--- src/rtl/da_pkg.sv ---
// Shared types for the distributed arithmetic dot-product unit.
// Assumes: nothing beyond IEEE 1800-2017 packages.
package da_pkg;

    typedef enum logic {
        ST_IDLE = 1'b0,
        ST_RUN  = 1'b1
    } da_state_e;

endpackage

--- src/rtl/da_coef_table.sv ---
// Register table of recoded partial sums; one write port, one combinational
// read port, plus a dedicated tap on entry 0 (the offset term).
// Assumes: writes are not issued while an operation is running.
module da_coef_table #(
    parameter int AW = 3,
    parameter int TW = 15
) (
    input  logic                 clk,
    input  logic                 rst_n,
    input  logic                 we,
    input  logic [AW-1:0]        waddr,
    input  logic signed [TW-1:0] wdata,
    input  logic [AW-1:0]        raddr,
    output logic signed [TW-1:0] rdata,
    output logic signed [TW-1:0] offset
);
    localparam int DEPTH = 1 << AW;

    logic signed [TW-1:0] ent [DEPTH];

    for (genvar m = 0; m < DEPTH; m++) begin : g_ent
        // Hold one table entry; load it when addressed by a write.
        always_ff @(posedge clk) begin
            if (!rst_n)
                ent[m] <= '0;
            else if (we && (waddr == AW'(m)))
                ent[m] <= wdata;
        end
    end

    // Read path for the current bit-slice address and the offset tap.
    always_comb begin
        rdata  = ent[raddr];
        offset = ent[0];
    end
endmodule

--- src/rtl/da_slice_recode.sv ---
// Picks one bit from every input word and forms the halved table address:
// address bit k-1 = bit(word k) XOR bit(word 0); add_sel = bit(word 0).
// Assumes: N_IN >= 2 and bit_idx < DW.
module da_slice_recode #(
    parameter int N_IN = 4,
    parameter int DW   = 16,
    localparam int AW  = N_IN - 1,
    localparam int IW  = $clog2(DW)
) (
    input  logic [N_IN*DW-1:0] x_vec,
    input  logic [IW-1:0]      bit_idx,
    output logic [AW-1:0]      addr,
    output logic               add_sel
);
    logic [N_IN-1:0] slice;

    for (genvar k = 0; k < N_IN; k++) begin : g_slice
        logic [DW-1:0] word;
        // Select the current bit position of word k.
        always_comb begin
            word     = x_vec[k*DW +: DW];
            slice[k] = word[bit_idx];
        end
    end

    // Recode the slice against word 0.
    always_comb begin
        add_sel = slice[0];
        addr    = slice[N_IN-1:1] ^ {AW{slice[0]}};
    end
endmodule

--- src/rtl/da_shift_acc.sv ---
// Right-shifting accumulator. Each cycle it adds a signed term, placed at bit
// position shamt, then halves the sum. After shamt cycles it holds
// twice the dot product. The term is +/- the table entry (add_sel), negated
// again on the sign cycle, with the offset subtracted on the first cycle.
// Assumes: FW wide enough that no sum wraps; shamt stays constant in a run.
module da_shift_acc #(
    parameter int TW = 15,
    parameter int FW = 33,
    parameter int BW = 5
) (
    input  logic                 clk,
    input  logic                 rst_n,
    input  logic                 clear,
    input  logic                 en,
    input  logic                 add_sel,
    input  logic                 sign_cyc,
    input  logic                 first_cyc,
    input  logic signed [TW-1:0] tab,
    input  logic signed [TW-1:0] offset,
    input  logic [BW-1:0]        shamt,
    output logic signed [FW-1:0] pre
);
    logic signed [FW-1:0] acc_q;
    logic signed [TW+1:0] t_sel, t_sgn, term;
    logic signed [FW-1:0] term_x;

    // Build the signed term for this cycle and the unshifted next sum.
    always_comb begin
        t_sel  = add_sel ? (TW+2)'(tab) : -((TW+2)'(tab));
        t_sgn  = sign_cyc ? -t_sel : t_sel;
        term   = first_cyc ? (t_sgn - (TW+2)'(offset)) : t_sgn;
        term_x = {{(FW-TW-2){term[TW+1]}}, term};
        pre    = acc_q + (term_x <<< shamt);
    end

    // Clear when idle, otherwise accumulate and shift right by one.
    always_ff @(posedge clk) begin
        if (!rst_n || clear)
            acc_q <= '0;
        else if (en)
            acc_q <= pre >>> 1;
    end
endmodule

--- src/rtl/da_dotprod_unit.sv ---
// Distributed arithmetic dot-product unit with an offset-binary recoded table.
// Processes the top W bits of each word, LSB first, one bit per cycle, and
// pulses done with the result W cycles after start is accepted.
// Assumes: table loaded before start; N_IN >= 2.
module da_dotprod_unit
    import da_pkg::*;
#(
    parameter int N_IN = 4,
    parameter int CW   = 12,
    parameter int DW   = 16,
    localparam int AW  = N_IN - 1,
    localparam int TW  = CW + $clog2(N_IN) + 1,
    localparam int RW  = CW + DW + $clog2(N_IN),
    localparam int FW  = RW + 3,
    localparam int BW  = $clog2(DW + 1),
    localparam int IW  = $clog2(DW)
) (
    input  logic                 clk,
    input  logic                 rst_n,
    input  logic                 start,
    input  logic [N_IN*DW-1:0]   x_vec,
    input  logic [BW-1:0]        bits_cfg,
    input  logic                 tbl_we,
    input  logic [AW-1:0]        tbl_addr,
    input  logic signed [TW-1:0] tbl_data,
    output logic signed [RW-1:0] result,
    output logic                 done,
    output logic                 busy
);
    da_state_e            st;
    logic [N_IN*DW-1:0]   x_q;
    logic [BW-1:0]        w_q, w_eff;
    logic [IW-1:0]        idx_q;
    logic [AW-1:0]        raddr;
    logic                 add_sel, first_c, last_c;
    logic signed [TW-1:0] tab, offset;
    logic signed [FW-1:0] pre, fin;

    // Clamp the requested width into 1..DW.
    always_comb begin
        if (bits_cfg == '0)
            w_eff = BW'(1);
        else if (bits_cfg > BW'(DW))
            w_eff = BW'(DW);
        else
            w_eff = bits_cfg;
    end

    // Decode first/sign cycle and the final scaled value.
    always_comb begin
        first_c = (idx_q == IW'(DW - int'(w_q)));
        last_c  = (idx_q == IW'(DW - 1));
        fin     = pre >>> 2;
        busy    = (st == ST_RUN);
    end

    da_coef_table #(.AW(AW), .TW(TW)) u_table (
        .clk    (clk),
        .rst_n  (rst_n),
        .we     (tbl_we),
        .waddr  (tbl_addr),
        .wdata  (tbl_data),
        .raddr  (raddr),
        .rdata  (tab),
        .offset (offset)
    );

    da_slice_recode #(.N_IN(N_IN), .DW(DW)) u_recode (
        .x_vec   (x_q),
        .bit_idx (idx_q),
        .addr    (raddr),
        .add_sel (add_sel)
    );

    da_shift_acc #(.TW(TW), .FW(FW), .BW(BW)) u_acc (
        .clk       (clk),
        .rst_n     (rst_n),
        .clear     (st == ST_IDLE),
        .en        (st == ST_RUN),
        .add_sel   (add_sel),
        .sign_cyc  (last_c),
        .first_cyc (first_c),
        .tab       (tab),
        .offset    (offset),
        .shamt     (w_q),
        .pre       (pre)
    );

    // Sequence an operation: capture, step bit index, publish result.
    always_ff @(posedge clk) begin
        if (!rst_n) begin
            st     <= ST_IDLE;
            x_q    <= '0;
            w_q    <= BW'(1);
            idx_q  <= '0;
            result <= '0;
            done   <= 1'b0;
        end else begin
            done <= 1'b0;
            case (st)
                ST_IDLE: begin
                    if (start) begin
                        x_q   <= x_vec;
                        w_q   <= w_eff;
                        idx_q <= IW'(DW - int'(w_eff));
                        st    <= ST_RUN;
                    end
                end
                default: begin
                    if (last_c) begin
                        result <= fin[RW-1:0];
                        done   <= 1'b1;
                        st     <= ST_IDLE;
                    end else begin
                        idx_q <= idx_q + IW'(1);
                    end
                end
            endcase
        end
    end
endmodule

--- config.mk ---
export PLATFORM = sky130hd
export DESIGN_NAME = da_dotprod_unit
export DESIGN_NICKNAME = d
export VERILOG_FILES = /design/src/rtl/da_pkg.sv /design/src/rtl/da_coef_table.sv /design/src/rtl/da_slice_recode.sv /design/src/rtl/da_shift_acc.sv /design/src/rtl/da_dotprod_unit.sv
export SDC_FILE = /design/constraint.sdc
export NUM_CORES = 1
export LEC_CHECK = 0
export BUFFER_PORTS_ARGS = -buffer_cell sky130_fd_sc_hd__buf_2
export CAP_MARGIN = 0
export CORE_MARGIN = 1.5
export CORE_UTILIZATION = 65
export DETAILED_ROUTE_END_ITERATION = 10
export PLACE_DENSITY_LB_ADDON = 0.3
export RECOVER_POWER = 25
export SKIP_CTS_REPAIR_TIMING = 1
export SYNTH_ARGS = -nofsm -noshare
export SYNTH_HDL_FRONTEND = slang
export SYNTH_SLANG_ARGS = --single-unit
--- constraint.sdc ---
create_clock -name clk -period 26.7 [get_ports clk]
set_clock_uncertainty 0.2 [all_clocks]
set_input_delay 2.67 -clock clk [delete_from_list [all_inputs] [get_ports clk]]
set_output_delay 2.67 -clock clk [all_outputs]
set_load 0.05 [all_outputs]
==> out/metrics.csv <==
metric,value,unit
avgSynthCellArea,8.938,µm²
ys_ff_latch,257,
syn_nets,1965,
period_share,0.4625,
critPathMaxFanout,29,
drtAntennaViolNets,0,
synthToLayoutAreaGrowth,10.33,%
cp_num_buf_inv,2,
path_clk_slew,0.06,ns
grt_pass1_vias,13540,
relSlewSlack,-2.015,
start_kind,register,
final.setup.worst_slack,14.35,ns
synth.cell_area,0.01628,mm²
whs_endpoint,x_q[50],
fp-row-count,57,
ys.flop_type,dfxtp_1,
nNetsFinal,2022,
final_common_cell,nand2_1,
clk_latency,0.56,ns
globalRouteTotalUtil,0.3333,
drive_above_1_share,0.1401,
antenna_found_initial,0,
portBuffers,122,
drtIter0Drc,1477,
die_area,0.02600,mm²
diodes,0,
reg2reg_depth,41,
synth_cells,1821,
drc,0,
synth-seq-area-share,0.3899,
start_util,0.6653,
rsz0062_at_grt,false,
setup_viol,0,
place_ws,14.73,ns
crit_type,reg -> reg,
clkSinkCount,257,
die-width,161.2,µm
htreeDepth,1,
cts_root_buffer,clkbuf_16,
status,"finished, violations left",
dr.max_layer_used,met4,
tritoncts,built,
dp_hpwl,30850,µm
min_from,x_q[50],
routed_wl,43740,µm
io_pins,123,
stdcell_count,2223,
wl_met1,17640,µm
wl_per_cell,19.68,µm
dr.pass1.iters,5,
cts_buffer_depth,3,
most-common-layout-cells,"nand2_1, nor2_1, a21oi_1, dfxtp_1, and2_1",
post-route-min-period,12.35,ns
via_per_inst,6.406,
maxClockFrequency,80.97,MHz
regToRegSetupSlack,14.35,ns
maxCapViolCount,1,
worstMarginPinSlew,4.523,ns
placedCellCount,2173,
r2r-end,result[28],
met2_wirelength,21080,µm
ys_async_sr_fraction,0,
finalHoldViolCount,0,
critical_path.max_stage_delay,0.86,ns
grt_pass1_wl,69500,µm
ys_warn_count,0,
hold_path_class,reg -> reg,
worstHoldPathCells,2,
synth_edf_count,120,
synth.distinct_cells,103,
arrival,12.42,ns
r2r-start,idx_q[1],
slowest_stage,nor3b_1,
die_h,161.2,µm
cts_buffers,27,
grt_max_degree,104,
peakVddDrop,59.08,µV
crit_family,compound AO/OA/AOI/OAI gates,
slew_viol_final,104,
setup-tns-final,0,ns
end_kind,register,
power_leakage,7.213,nW
powerDensity,87.40,mW/mm²
required,26.77,ns
violations,"max-capacitance violations, max-slew violations",
gp_congestion,0.9540,
core-area,0.02446,mm²
vias,14240,
met3_length,3565,µm
grt_overflow,0,
-- worst max-delay path by stage --
stage                           end     start  cells after the start
CTS                 u_acc.acc_q[31]  idx_q[1]                     42
detailed placement  u_acc.acc_q[31]  idx_q[1]                     42
global placement    u_acc.acc_q[31]  idx_q[1]                     42
finish                   result[28]  idx_q[1]                     41
global route             result[28]  idx_q[1]                     42
floorplan           u_acc.acc_q[31]  idx_q[1]                     50
-- layer usage --
metal,track usage,up-vias
met5,0,-
met4,0.1174,0
met3,0.04982,127
met2,0.5641,670
met1,0.4366,6792
li1,-,6651
-- stage by stage --
| step | cell area, µm² | hold WS, ns | power [mW] | util |
|---|---|---|---|---|
| floorplan | 16280 | 0.2315 | 0.9934 | - |
| global route | 17960 | 0.2793 | 1.650 | 0.7341 |
| CTS | 17980 | 0.2591 | 1.556 | 0.7351 |
| global placement | 17000 | 0.2431 | 1.130 | 0.6950 |
| finish | 17960 | 0.2586 | 1.569 | 0.7341 |
| detailed placement | 17000 | 0.2477 | 1.148 | 0.6950 |
-- Yosys cell counts (5+ instances only) --
cell type | instances | area, µm²
a2111o_1 | 9 | 101.4
a211oi_1 | 20 | 150.1
a21o_1 | 14 | 105.1
a21oi_1 | 150 | 750.7
a221oi_1 | 8 | 70.07
a22oi_1 | 10 | 75.07
a31o_2 | 5 | 43.79
a31oi_1 | 11 | 68.82
and2_1 | 134 | 838.3
and3_1 | 36 | 225.2
buf_1 | 9 | 33.78
buf_2 | 19 | 95.09
buf_6 | 8 | 90.09
clkbuf_1 | 77 | 289.0
dfxtp_1 | 137 | 2743
edfxtp_1 | 120 | 3603
ha_1 | 51 | 638.1
inv_1 | 46 | 172.7
mux2_2 | 5 | 56.30
mux2i_1 | 44 | 440.4
mux4_2 | 25 | 563.0
nand2_1 | 216 | 810.8
nand2b_1 | 16 | 100.1
nand3_1 | 59 | 295.3
nand4_1 | 7 | 43.79
nor2_1 | 169 | 634.4
nor2b_1 | 16 | 100.1
nor3_1 | 37 | 185.2
nor4_1 | 6 | 37.54
o211ai_1 | 7 | 52.55
o21a_1 | 13 | 97.59
o21ai_0 | 84 | 420.4
o21ai_1 | 10 | 50.05
o21bai_1 | 6 | 45.04
o22ai_1 | 8 | 50.05
o311a_1 | 8 | 80.08
o31ai_1 | 14 | 105.1
o41ai_1 | 5 | 43.79
or3_1 | 12 | 75.07
xnor2_1 | 58 | 508.0
xor2_1 | 32 | 280.3
-- state kept, by name, summed over array words and instances (netlist names) --
register	count
result	30
w_q	5
idx_q	4
busy	1
done	1
u_acc.acc_q	32
x_q	64
u_table.ent	120
-- cells by family after synthesis --
logic type / Yosys count / synth area share
DFF: 257 / 0.3899
buffers and inverters: 163 / 0.04320
AOI/OAI and AO/OA: 442 / 0.1808
muxes: 79 / 0.07088
and+or+nand+nor: 736 / 0.2234
xor gates and xnor gates: 91 / 0.05012
adders and majority gates: 53 / 0.04167
-- worst reg2reg max path, delay by kind of cell (launching register included) --
kind	cells	cell delay, ns
AOI/OAI and AO/OA	24	6.49
xor gates and xnor gates	4	1.05
adders and majority gates	3	0.94
buffers and inverters	2	0.64
DFF	1	0.48
muxes	1	0.55
and+or+nand+nor	7	1.72
-- where the power goes --
group	switching [mW]	total, mW	internal, mW
clock network	0.162	0.408	0.246
registers	0.0140	0.454	0.440
logic	0.433	0.707	0.274
total	0.609	1.57	0.960
-- layout make-up --
class                           count  area [µm²]
Timing Repair Buffer              143       748.2
Clock buffer                       33       770.7
Fill cell                        1718        6505
Multi-Input combinational cell   1401        9294
Sequential cell                   257        6346
Clock inverter                     17       211.5
Inverter                           48       181.4
Tap cell                          324       405.4
No activity file was read; power rests on OpenSTA's default activity.
